--- src/rtl/swm_pkg.sv ---
package swm_pkg;
  typedef enum logic [1:0] {
    OP_NONE  = 2'b00,
    OP_RESET = 2'b01,
    OP_WRITE = 2'b10,
    OP_READ  = 2'b11
  } swm_op_e;
endpackage

--- src/rtl/swm_tick.sv ---
module swm_tick #(
  parameter int DIV = 250
) (
  input  logic clk,
  input  logic rst,
  input  logic clr,
  output logic tick
);
  localparam int CW = (DIV > 1) ? $clog2(DIV) : 1;
  localparam logic [CW-1:0] LAST = CW'(DIV - 1);

  logic [CW-1:0] cnt;

  assign tick = (cnt == LAST);

  always_ff @(posedge clk) begin
    if (rst || clr) cnt <= '0;
    else if (tick)  cnt <= '0;
    else            cnt <= cnt + 1'b1;
  end
endmodule

--- src/rtl/swm_sync.sv ---
module swm_sync #(
  parameter int STAGES = 2
) (
  input  logic clk,
  input  logic rst,
  input  logic din,
  output logic dout
);
  logic [STAGES-1:0] chain;

  always_ff @(posedge clk) begin
    if (rst) chain <= '1;
    else     chain <= {chain[STAGES-2:0], din};
  end

  assign dout = chain[STAGES-1];
endmodule

--- src/rtl/swm_seq.sv ---
module swm_seq
  import swm_pkg::*;
#(
  parameter int T_RST_LOW = 480,
  parameter int T_PDET    = 70,
  parameter int T_RCV     = 480,
  parameter int T_W1_LOW  = 6,
  parameter int T_W0_LOW  = 60,
  parameter int T_RD_LOW  = 6,
  parameter int T_RD_SMP  = 15,
  parameter int T_SLOT    = 60,
  parameter int T_REC     = 10
) (
  input  logic       clk,
  input  logic       rst,
  input  logic       tick,
  input  logic       line_s,
  input  logic       cmd_valid,
  input  logic [1:0] cmd_op,
  input  logic       cmd_wbit,
  output logic       accept,
  output logic       busy,
  output logic       done,
  output logic       presence,
  output logic       rd_bit,
  output logic       line_pd
);
  localparam int RST_END  = T_RST_LOW + T_RCV;
  localparam int PRES_PT  = T_RST_LOW + T_PDET;
  localparam int SLOT_END = T_SLOT + T_REC;
  localparam int MAXV     = (RST_END > SLOT_END) ? RST_END : SLOT_END;
  localparam int CNT_W    = $clog2(MAXV + 1);

  swm_op_e          op_q;
  logic             bit_q;
  logic [CNT_W-1:0] el;
  logic [CNT_W-1:0] nxt;
  logic [CNT_W-1:0] rel_pt;
  logic [CNT_W-1:0] end_pt;

  assign accept = !busy && cmd_valid && (swm_op_e'(cmd_op) != OP_NONE);
  assign nxt    = el + 1'b1;

  always_comb begin
    unique case (op_q)
      OP_RESET: begin
        rel_pt = CNT_W'(T_RST_LOW);
        end_pt = CNT_W'(RST_END);
      end
      OP_WRITE: begin
        rel_pt = bit_q ? CNT_W'(T_W1_LOW) : CNT_W'(T_W0_LOW);
        end_pt = CNT_W'(SLOT_END);
      end
      default: begin
        rel_pt = CNT_W'(T_RD_LOW);
        end_pt = CNT_W'(SLOT_END);
      end
    endcase
  end

  always_ff @(posedge clk) begin
    if (rst) begin
      op_q     <= OP_NONE;
      bit_q    <= 1'b0;
      el       <= '0;
      busy     <= 1'b0;
      done     <= 1'b0;
      presence <= 1'b0;
      rd_bit   <= 1'b0;
      line_pd  <= 1'b0;
    end else begin
      done <= 1'b0;
      if (accept) begin
        op_q    <= swm_op_e'(cmd_op);
        bit_q   <= cmd_wbit;
        el      <= '0;
        busy    <= 1'b1;
        line_pd <= 1'b1;
      end else if (busy && tick) begin
        el <= nxt;
        if (nxt == rel_pt) line_pd <= 1'b0;
        if (op_q == OP_RESET && nxt == CNT_W'(PRES_PT)) presence <= ~line_s;
        if (op_q == OP_READ && nxt == CNT_W'(T_RD_SMP)) rd_bit <= line_s;
        if (nxt == end_pt) begin
          busy    <= 1'b0;
          done    <= 1'b1;
          line_pd <= 1'b0;
        end
      end
    end
  end
endmodule

--- src/rtl/swire_master.sv ---
module swire_master #(
  parameter int CLK_PER_US = 250,
  parameter int SYNC_STAGES = 2,
  parameter int T_RST_LOW  = 480,
  parameter int T_PDET     = 70,
  parameter int T_RCV      = 480,
  parameter int T_W1_LOW   = 6,
  parameter int T_W0_LOW   = 60,
  parameter int T_RD_LOW   = 6,
  parameter int T_RD_SMP   = 15,
  parameter int T_SLOT     = 60,
  parameter int T_REC      = 10
) (
  input  logic       clk,
  input  logic       rst,
  input  logic       cmd_valid,
  input  logic [1:0] cmd_op,
  input  logic       cmd_wbit,
  output logic       busy,
  output logic       done,
  output logic       presence,
  output logic       rd_bit,
  output logic       line_pd,
  input  logic       line_in
);
  logic tick;
  logic line_s;
  logic accept;

  swm_tick #(.DIV(CLK_PER_US)) u_tick (
    .clk (clk),
    .rst (rst),
    .clr (accept),
    .tick(tick)
  );

  swm_sync #(.STAGES(SYNC_STAGES)) u_sync (
    .clk (clk),
    .rst (rst),
    .din (line_in),
    .dout(line_s)
  );

  swm_seq #(
    .T_RST_LOW(T_RST_LOW), .T_PDET(T_PDET), .T_RCV(T_RCV),
    .T_W1_LOW(T_W1_LOW), .T_W0_LOW(T_W0_LOW), .T_RD_LOW(T_RD_LOW),
    .T_RD_SMP(T_RD_SMP), .T_SLOT(T_SLOT), .T_REC(T_REC)
  ) u_seq (
    .clk      (clk),
    .rst      (rst),
    .tick     (tick),
    .line_s   (line_s),
    .cmd_valid(cmd_valid),
    .cmd_op   (cmd_op),
    .cmd_wbit (cmd_wbit),
    .accept   (accept),
    .busy     (busy),
    .done     (done),
    .presence (presence),
    .rd_bit   (rd_bit),
    .line_pd  (line_pd)
  );
endmodule

--- config.mk ---
export PLATFORM = sky130hd
export DESIGN_NAME = swire_master
export DESIGN_NICKNAME = d
export VERILOG_FILES = /design/src/rtl/swm_pkg.sv /design/src/rtl/swm_tick.sv /design/src/rtl/swm_sync.sv /design/src/rtl/swm_seq.sv /design/src/rtl/swire_master.sv
export SDC_FILE = /design/constraint.sdc
export NUM_CORES = 1
export LEC_CHECK = 0
export BUFFER_PORTS_ARGS = -buffer_cell sky130_fd_sc_hd__buf_4
export CAP_MARGIN = 15
export CORE_MARGIN = 5
export CORE_UTILIZATION = 60
export DETAILED_ROUTE_END_ITERATION = 8
export PLACE_DENSITY = 0.79
export SYNTH_ARGS = -nofsm -noshare
export SYNTH_HDL_FRONTEND = slang
export SYNTH_HIERARCHICAL = 1
export SYNTH_SLANG_ARGS = --single-unit
--- constraint.sdc ---
create_clock -name clk -period 3.4 [get_ports clk]
set_input_delay 0.17 -clock clk [delete_from_list [all_inputs] [get_ports clk]]
set_output_delay 0.17 -clock clk [all_outputs]
set_load 0.005 [all_outputs]
==> results.md, run 1 <==
- Outcome: finished, final reports clean
- Die height: 64.6 µm
- Setup WS post-layout: 897 ps
- FF-to-FF path depth: 7
- Final HPWL DP: 2860 µm
- Unrepaired setup endpoints after global routing: false
- Fillers: 239
- Clk buf depth: 2
- Worst Hold Depth: 3
- Yosys warnings: 6
- Synthesized cell area: 1790 µm²
- Ys async rst share: 0%
- Routability cong.: 0.893
- Post-synth EDFFs: 0
- Antenna violations before repair: 0
- Crit path launch type: flop
- WL per Instance: 14.9 µm
- Post-Route Setup TNS: 0 ps
- First-pass GRT wire length: 6800 µm
- Area Overhead vs Synth: 7.20%
- Area after DPL: 1860 µm²
- Starting DRT DRC Count: 159
- Cells after Synth: 219
- CP arrival: 2790 ps
- Reg clk slew, reported paths: 150 ps
- Most common cell after layout, fill and taps aside: nor2_1
- Tmin final: 2500 ps
- Area occupied by registers: 561 µm²
- Syn_nets: 235
- Vias in the first global route: 1507
- Max Cap Viol: 0
- Worst vdd ir: 0.242 mV
- Crit. End Element: flop
- DRC Markers: 0
- Final net count: 241
- Antenna diode count: 0
- Initial core utilization: 63.8%
- Skew-Pair Late Insertion Delay: 330 ps
- Syn avg cell area: 8.18 µm²
- Seq/Total Area, Yosys: 31.3%
- Period Utilization, post-route: 73.6%
- Row cnt: 19
- TritonRoute pass-1 iters: 4
- Clock sinks: 28
- Routed Wire Length: 3790 µm
- CP max FO: 10
- Fin area: 1920 µm²
- Vias per Instance: 6.17
- CTS root buffer: clkbuf_4
- Worst-margin pin slew: 563 ps
- Layout cells sized above 1: 11.2%
- Number of distinct library cells after synthesis: 56
- Setup violators final: 0
- Overall die width: 64.6 µm
- P per Cell Area: 319 nW/µm²
- Via count: 1574
- Gates resized, CTS repair: 0
- Pins Over Slew Limit: 0
- Most frequent cells in the layout: nor2_1, dfxtp_1, nand2_1
- Core area: 2810 µm²
- WS Path Type: reg -> reg
- H-tree levels: 1
- Worst hold margin: 63.1 ps
- Post-CTS setup buffers: 0
- Clk_skew: 5.97 ps
- Hold Crit Class: in -> reg
- Port Buf Inserts: 11
- Fin cells: 255
- Number of nets still failing antenna checks after routing: 0
- Multi-input gate area in the final layout: 1130 µm²
- CP Data Required Time: 3680 ps
- Fmax: 0.400 GHz
- Pre-CTS setup slack: 932 ps
- Max_slew headroom: 62.3%
- GR Util All Layers: 20.3%
- Hold-fix buffers at CTS: 0
- Post-synthesis register bit count: 28
- P_leak: 0.673 nW
- GR Overflow Total: 0
- CTS tree: done
- Largest net degree at the start of global routing: 17
- Die footprint: 4180 µm²
- Primary FF master, synth: dfxtp_1
- IO Count: 12
- Cts bufs inserted: 3
- Final Hold Fails: 0
- Cells after DPL: 250
==> power breakdown <==
group / switching [mW] / internal (mW) / total [mW]
clock network: 0.0985 / 0.119 / 0.218
registers: 0.00765 / 0.336 / 0.344
logic: 0.0271 / 0.0238 / 0.0509
==> per-layer routing <==
| metal | part of all wire [%] | wire length [µm] | track usage [%] | up-vias |
|---|---|---|---|---|
| li1 | - | - | - | 768 |
| met1 | 43 | 1650 | 26.5 | 727 |
| met2 | 47 | 1770 | 32.1 | 71 |
| met3 | 8.5 | 322 | 4.84 | 8 |
| met4 | 1.4 | 53 | 8.18 | 0 |
| met5 | 0 | 0 | 0 | - |
==> synth_stat cells, types with 4 or more instances <==
cell type | n | area (µm²)
xnor2_1 | 13 | 114
inv_1 | 11 | 41.3
nor2_1 | 31 | 116
nand2_1 | 16 | 60.1
clkbuf_1 | 7 | 26.3
nand3_1 | 11 | 55.1
or3_1 | 5 | 31.3
ha_1 | 9 | 113
o21ai_0 | 7 | 35.0
mux2i_1 | 6 | 60.1
a21oi_1 | 4 | 20.0
xor2_1 | 6 | 52.6
dfxtp_1 | 28 | 561
==> through the flow <==
stage / total power [mW] / util (%)
after global placement: 0.396 / 66.2
after CTS: 0.617 / 68.1
after floorplan: 0.381 / -
after global routing: 0.649 / 68.4
after detailed placement: 0.400 / 66.2
final: 0.612 / 68.4
==> critical path, cell delays in order (launching register included) <==
cell	delay, ps
dfxtp_1	520
ha_1	470
xnor2_2	160
or3_1	350
or2_0	230
a2111oi_2	350
o2111a_2	270
and2b_1	120
==> state kept, by name (all words and copies together) (netlist names) <==
name            count
u_seq/busy          1
u_seq/done          1
u_tick/cnt          8
u_seq/rd_bit        1
u_seq/presence      1
u_seq/op_q          2
u_seq/bit_q         1
u_seq/el           10
u_sync/chain        2
u_seq/line_pd       1
==> area by class of cell <==
cell class	instances	share of cell area (%)
Clock buffer	3	1.17
Clock inverter	1	1.56
Inverter	11	2.15
Multi-Input combinational cell	169	59.1
Sequential cell	28	29.2
Tap cell	31	2.02
Timing Repair Buffer	12	4.82
==> cell families after synthesis <==
family | share of synthesized area (%)
muxes | 3.98
buffers and inverters | 5.38
DFF | 31.3
xor gates and xnor gates | 10.2
adders and majority gates | 6.29
and+or+nand+nor | 29.9
AOI/OAI and AO/OA | 12.9
==> final timing paths <==
kind                              start                    endpoint  slack [ps]
max            u_seq/el[0]$_SDFFE_PP0P_       u_seq/done$_SDFF_PP0_         900
min                            cmd_wbit    u_seq/bit_q$_SDFFE_PP0P_          60
max reg2reg    u_seq/el[0]$_SDFFE_PP0P_       u_seq/done$_SDFF_PP0_         900
min reg2reg  u_sync/chain[0]$_SDFF_PP1_  u_sync/chain[1]$_SDFF_PP1_         440
Note: power is estimated with default switching activity, not from simulation.
==> inputs of run 2 (changes only) <==
Settings changed: CORE_UTILIZATION 60 to 54, PLACE_DENSITY 0.79 to 0.75.
Clock period 3.4 ns to 2.1 ns, I/O delays scaled along.
==> run 2 against run 1 <==
Cell count increased by 16%. Sequential power increased by 61%. Utilization increased by 0.23 points. Hold slack got worse by 56 ps. Count of clock-buffer cells in the layout unchanged. Clock skew increased by 3.5 ps. Maximum frequency increased by 23%. Highest routed layer unchanged. Die area increased by 9.4%. Critical endpoint unchanged. Routed wire length increased by 11%. Non-clock buffer count increased by 26.
==> results.md, run 2 (synthesis results as in run 1) <==
- Max_slew headroom: 59.8% (was 62.3%)
- Routability cong.: 0.869 (was 0.893)
- Hold Crit Class: in -> reg (unchanged)
- Reg clk slew, reported paths: 160 ps (was 150 ps)
- Period Utilization, post-route: 97.2% (was 73.6%)
- Vias per Instance: 5.58 (was 6.17)
- CP max stage delay: 370 ps (was 520 ps)
- Number of nets still failing antenna checks after routing: 0 (unchanged)
- GR Overflow Total: 0 (unchanged)
- CP max FO: 3 (was 10)
- Via count: 1653 (was 1574)
- Reg-to-Reg Start: u_seq/el[0]$_SDFFE_PP0P_ (unchanged)
- Register-to-register setup slack: 60 ps (was 900 ps)
- Worst r2r dst: u_seq/done$_SDFF_PP0_ (unchanged)
- Die footprint: 4570 µm² (was 4180 µm²)
- Cts bufs inserted: 3 (unchanged)
- Initial core utilization: 54.5% (was 63.8%)
- Skew-Pair Late Insertion Delay: 330 ps (about the same)
- Slowest-stage cell, CP: dfxtp_2 (was dfxtp_1)
- Area Overhead vs Synth: 25.9% (was 7.20%)
- Final HPWL DP: 3000 µm (was 2860 µm)
- Row cnt: 21 (was 19)
- Antenna diode count: 0 (unchanged)
- Starting DRT DRC Count: 65 (was 159)
- FF-to-FF path depth: 7 (unchanged)
- Final net count: 267 (was 241)
- First-pass GRT wire length: 6570 µm (was 6800 µm)
- Worst setup path start: u_seq/el[0]$_SDFFE_PP0P_ (unchanged)
- Post-Route Setup TNS: 0 ps (unchanged)
- Setup violators final: 0 (unchanged)
- Outcome: finished, final reports clean (unchanged)
- Reg with most FFs: u_seq/el (unchanged)
- Critical Path End: u_seq/done$_SDFF_PP0_ (unchanged)
- Die height: 67.6 µm (was 64.6 µm)
- CP arrival: 2340 ps (was 2790 ps)
- Worst vdd ir: 0.294 mV (was 0.242 mV)
- Max Cap Viol: 0 (unchanged)
- Antenna violations before repair: 0 (unchanged)
- Cell Chain, Critical Path: ha_4 -> xnor2_2 -> or3_4 -> or2_1 -> a2111oi_2 -> o2111a_2 -> and2b_1 (was ha_1 -> xnor2_2 -> or3_1 -> or2_0 -> a2111oi_2 -> o2111a_2 -> and2b_1)
- Routed Wire Length: 4220 µm (was 3790 µm)
- Crit path launch type: flop (unchanged)
- Port Buf Inserts: 11 (unchanged)
- Fmax: 0.490 GHz (was 0.400 GHz)
- P_leak: 0.823 nW (was 0.673 nW)
- Cells after DPL: 289 (was 250)
- Clock sinks: 28 (unchanged)
- Worst Hold Depth: 3 (unchanged)
- H-tree levels: 1 (unchanged)
- Most frequent cells in the layout: buf_4, nor2_1, dfxtp_1 (was nor2_1, dfxtp_1, nand2_1)
- WS Path Type: reg -> reg (unchanged)
- CP Depth: 7 (unchanged)
- Top Registers: u_seq/el (10), u_tick/cnt (8) (unchanged)
- CP Data Required Time: 2400 ps (was 3680 ps)
- TritonRoute pass-1 iters: 4 (unchanged)
- P per Cell Area: 454 nW/µm² (was 319 nW/µm²)
- Tmin final: 2040 ps (was 2500 ps)
- Buf/Inv on CP: 0 (unchanged)
- Clk_skew: 9.47 ps (was 5.97 ps)
- CTS root buffer: clkbuf_4 (unchanged)
- Core area: 3280 µm² (was 2810 µm²)
- Vias in the first global route: 1468 (was 1507)
- Crit. End Element: flop (unchanged)
- GR Util All Layers: 18.7% (was 20.3%)
- Number of flip-flops in the largest register: 10 (unchanged)
- Clk buf depth: 2 (unchanged)
- WL per Instance: 14.3 µm (was 14.9 µm)
- Worst Min Path Start: cmd_op[1] (was cmd_wbit)
- Overall die width: 67.6 µm (was 64.6 µm)
- Final Hold Fails: 0 (unchanged)
- Worst hold margin: 7.18 ps (was 63.1 ps)
- Most common cell after layout, fill and taps aside: buf_4 (was nor2_1)
- Layout cells sized above 1: 28.8% (was 11.2%)
- Pins Over Slew Limit: 0 (unchanged)
- Largest net degree at the start of global routing: 17 (unchanged)
- Worst-margin pin slew: 601 ps (was 563 ps)
- CTS tree: done (unchanged)
- DRC Markers: 0 (unchanged)
- Largest delay contributor family on the critical path: simple AND/OR/NAND/NOR gates (unchanged)
- Fin cells: 296 (was 255)
- IO Count: 12 (unchanged)
==> run 2: power by group <==
part / internal [mW] / switching, mW
combinational: 0.0549 / 0.0553
clock: 0.193 / 0.166
sequential: 0.544 / 0.0108
total: 0.792 / 0.232
==> run 2: worst min-delay path by stage <==
| stage | slack [ps] | endpoint |
|---|---|---|
| floorplan | 200 | u_sync/chain[0]$_SDFF_PP1_ |
| global placement | 290 | u_sync/chain[0]$_SDFF_PP1_ |
| detailed placement | 290 | u_sync/chain[0]$_SDFF_PP1_ |
| CTS | 3 | u_seq/op_q[0]$_SDFFE_PP0P_ |
| global route | 10 | u_seq/op_q[0]$_SDFFE_PP0P_ |
| finish | 7 | u_seq/op_q[1]$_SDFFE_PP0P_ |
==> run 2: worst min-delay path: cells and delay by family <==
kind	cells	cell delay, ps
buffers and inverters	1	80
and+or+nand+nor	1	70
muxes	1	60
==> run 2: layer usage <==
metal	routed length, µm	global-route usage (%)	vias to the layer above
met4	76	3.54	0
li1	-	-	820
met1	1890	23.5	769
met3	169	2.83	10
met2	2090	33.4	54
met5	0	0	-
==> run 2: repair_timing <==
item / in CTS / in global routing
hold buffers: 2 / 0
gates resized for setup: 4 / 26
pin swaps: 2 / 9
setup endpoints to repair: 2 / 5
endpoints found under the hold margin: 2 / 0
buffers inserted: 0 / 2
==> run 2: layout make-up <==
class	instances	area, µm²
Sequential cell	28	571
Tap cell	46	57.6
Clock buffer	3	22.5
Clock inverter	1	30.0
Timing Repair Buffer	38	290
Inverter	11	41.3
Multi-Input combinational cell	169	1240
Fill cell	253	1030
==> run 2: metrics by stage <==
stage | instance area, µm² | setup WS (ps) | util [%] | total power [mW]
floorplan | 1790 | 12.7 | - | 0.617
global placement | 2060 | 14.3 | 62.6 | 0.655
detailed placement | 2060 | -48.8 | 62.6 | 0.658
CTS | 2140 | -10.7 | 65.1 | 1.02
global route | 2250 | -17.5 | 68.6 | 1.06
finish | 2250 | 59.7 | 68.6 | 1.02
==> inputs of run 3 (changes only) <==
Settings changed: CORE_ASPECT_RATIO set to 0.5.
==> run 3 against run 2 <==
Maximum frequency shrank 0.25%. Highest routed layer unchanged. Total power grew 7.4%. Sequential power is essentially flat. Sequential cell count is the same. Combinational power is essentially flat. Clock power grew 21%. Critical path depth is the same. Via count grew 3.8%. Setup slack lost 5.1 ps. Count of clock-buffer cells in the layout is the same.
==> results.md, run 3 (synthesis results as in run 1) <==
- Outcome: finished, final reports clean (unchanged)
- Starting DRT DRC Count: 126 (was 65)
- Worst vdd ir: 0.327 mV (was 0.294 mV)
- Unrepaired setup endpoints after global routing: true
- Antenna diode count: 0 (unchanged)
- Number of flip-flops in the largest register: 10 (unchanged)
- Tmin final: 2050 ps (was 2040 ps)
- Most frequent cells in the layout: buf_4, nor2_1, dfxtp_1 (unchanged)
- Worst Min Path Start: cmd_op[0] (was cmd_op[1])
- TritonRoute pass-1 iters: 5 (was 4)
- Hold Path End: u_seq/op_q[0]$_SDFFE_PP0P_ (was u_seq/op_q[1]$_SDFFE_PP0P_)
- P_leak: 0.848 nW (was 0.823 nW)
- Final Hold Fails: 0 (unchanged)
- WS Path Type: reg -> reg (unchanged)
- Setup violators final: 0 (unchanged)
- Pre-CTS setup slack: -36.0 ps (was -48.8 ps)
- Clk buf depth: 2 (unchanged)
- Crit. End Element: flop (unchanged)
- Fmax: 0.489 GHz (was 0.490 GHz)
- Antenna violations before repair: 0 (unchanged)
- DRC Markers: 0 (unchanged)
- IO Count: 12 (unchanged)
- Final HPWL DP: 3090 µm (was 3000 µm)
- Area occupied by registers: 568 µm² (was 571 µm²)
- Vias in the first global route: 1594 (was 1468)
- CP max FO: 3 (unchanged)
- Setup WS post-layout: 54.6 ps (was 59.7 ps)
- Port Buf Inserts: 11 (unchanged)
- Hold Crit Class: in -> reg (unchanged)
- Period Utilization, post-route: 97.4% (was 97.2%)
- Initial core utilization: 58.1% (was 54.5%)
- Register-to-register setup slack: 50 ps (was 60 ps)
- CP arrival: 2280 ps (was 2340 ps)
- Die footprint: 4640 µm² (was 4570 µm²)
- Multi-input gate area in the final layout: 1260 µm² (was 1240 µm²)
- Routability cong.: 0.853 (was 0.869)
- Overall die width: 91.4 µm (was 67.6 µm)
- Layout cells sized above 1: 29.9% (was 28.8%)
- Die height: 50.7 µm (was 67.6 µm)
- Worst-margin pin slew: 614 ps (was 601 ps)
- Clock sinks: 28 (unchanged)
- Post-Route Setup TNS: 0 ps (unchanged)
- Reg with most FFs: u_seq/el (unchanged)
- WL per Instance: 15.5 µm (was 14.3 µm)
- GR Overflow Total: 0 (unchanged)
- Number of nets still failing antenna checks after routing: 0 (unchanged)
- First-pass GRT wire length: 7220 µm (was 6570 µm)
- Row cnt: 14 (was 21)
- Max Cap Viol: 0 (unchanged)
- Skew-Pair Late Insertion Delay: 280 ps (was 330 ps)
- Core area: 3080 µm² (was 3280 µm²)
- P per Cell Area: 475 nW/µm² (was 454 nW/µm²)
- Most common cell after layout, fill and taps aside: buf_4 (unchanged)
- Pins Over Slew Limit: 0 (unchanged)
- Crit path launch type: flop (unchanged)
- CTS root buffer: clkbuf_8 (was clkbuf_4)
- Final net count: 271 (was 267)
- Clk_skew: 2.05 ps (was 9.47 ps)
- Max_slew headroom: 58.9% (was 59.8%)
- Area Overhead vs Synth: 29.3% (was 25.9%)
- GR Util All Layers: 18.6% (was 18.7%)
- Reg clk slew, reported paths: 100 ps (was 160 ps)
- Top Registers: u_seq/el (10), u_tick/cnt (8) (unchanged)
- Fillers: 226 (was 253)
- Via count: 1715 (was 1653)
- Cts bufs inserted: 3 (unchanged)
- Worst r2r dst: u_seq/done$_SDFF_PP0_ (unchanged)
- CTS tree: done (unchanged)
- CP Data Required Time: 2330 ps (was 2400 ps)
- Largest net degree at the start of global routing: 17 (unchanged)
- Reg-to-Reg Start: u_seq/el[0]$_SDFFE_PP0P_ (unchanged)
- H-tree levels: 1 (unchanged)
- Core Util, Final: 75.1% (was 68.6%)
- Worst hold margin: 64.3 ps (was 7.18 ps)
- Worst Hold Depth: 3 (unchanged)
- FF-to-FF path depth: 7 (unchanged)
- Vias per Instance: 5.83 (was 5.58)
- Routed Wire Length: 4560 µm (was 4220 µm)
==> run 3: cell count changes in the layout (fill, tap and decap cells not counted), moves of 2 or more <==
cell | previous run | this run
nor4_2 | 3 | 1
clkbuf_4 | 3 | 0
buf_4 | 36 | 40
clkbuf_8 | 0 | 3
==> run 3: worst max path at each step <==
stage                                from                           to  cells past startpoint
6_report         u_seq/el[0]$_SDFFE_PP0P_        u_seq/done$_SDFF_PP0_                      7
5_1_grt          u_tick/cnt[1]$_SDFF_PP0_  u_seq/presence$_SDFFE_PP0P_                     11
4_1_cts        u_seq/op_q[0]$_SDFFE_PP0P_   u_seq/line_pd$_SDFFE_PP0P_                      7
3_5_place_dp   u_seq/op_q[0]$_SDFFE_PP0P_   u_seq/line_pd$_SDFFE_PP0P_                      7
3_3_place_gp   u_seq/op_q[0]$_SDFFE_PP0P_   u_seq/line_pd$_SDFFE_PP0P_                      7
2_1_floorplan    u_seq/el[0]$_SDFFE_PP0P_   u_seq/line_pd$_SDFFE_PP0P_                      8
==> run 3: per-layer routing <==
metal	GRT usage, %	up-vias	wire [µm]
met5	0	-	0
met1	24.5	809	1980
li1	-	832	-
met2	32.9	61	2230
met3	3.73	13	253
met4	1.71	0	95
==> run 3: where the power goes <==
part	total (mW)	internal (mW)	switching, mW
combinational	0.113	0.0562	0.0564
clock	0.433	0.256	0.177
sequential	0.555	0.544	0.0110
==> run 3: cell type report <==
cell class | count | share of cell area (%)
clock buffer | 3 | 1.78
timing repair buffer | 42 | 13.9
multi-input combinational | 169 | 54.5
inverter | 11 | 1.78
clock inverter | 1 | 1.30
tap | 40 | 2.16
sequential | 28 | 24.5
==> run 3: critical path: stages (launching register included) <==
cell and delay [ps]:
dfxtp_2 350, ha_4 160, xnor2_2 150, or3_4 340, or2_4 250, a2111oi_4 330, o2111a_2 290, and2b_1 130
==> run 3: repair_timing <==
| action | in CTS | in global routing |
|---|---|---|
| setup endpoints to repair | 1 | 5 |
| resized for setup | 3 | 29 |
| setup buffers | 0 | 3 |
| hold buffers | 1 | 0 |
| pin swaps | 1 | 8 |
| hold endpoints to repair | 1 | 0 |
==> run 3: through the flow <==
step	total power, mW	instance area [µm²]	std cells
finish	1.10	2310	294
global route	1.16	2310	294
CTS	1.10	2160	291
detailed placement	0.661	2070	286
global placement	0.656	2070	286
floorplan	0.617	1790	219
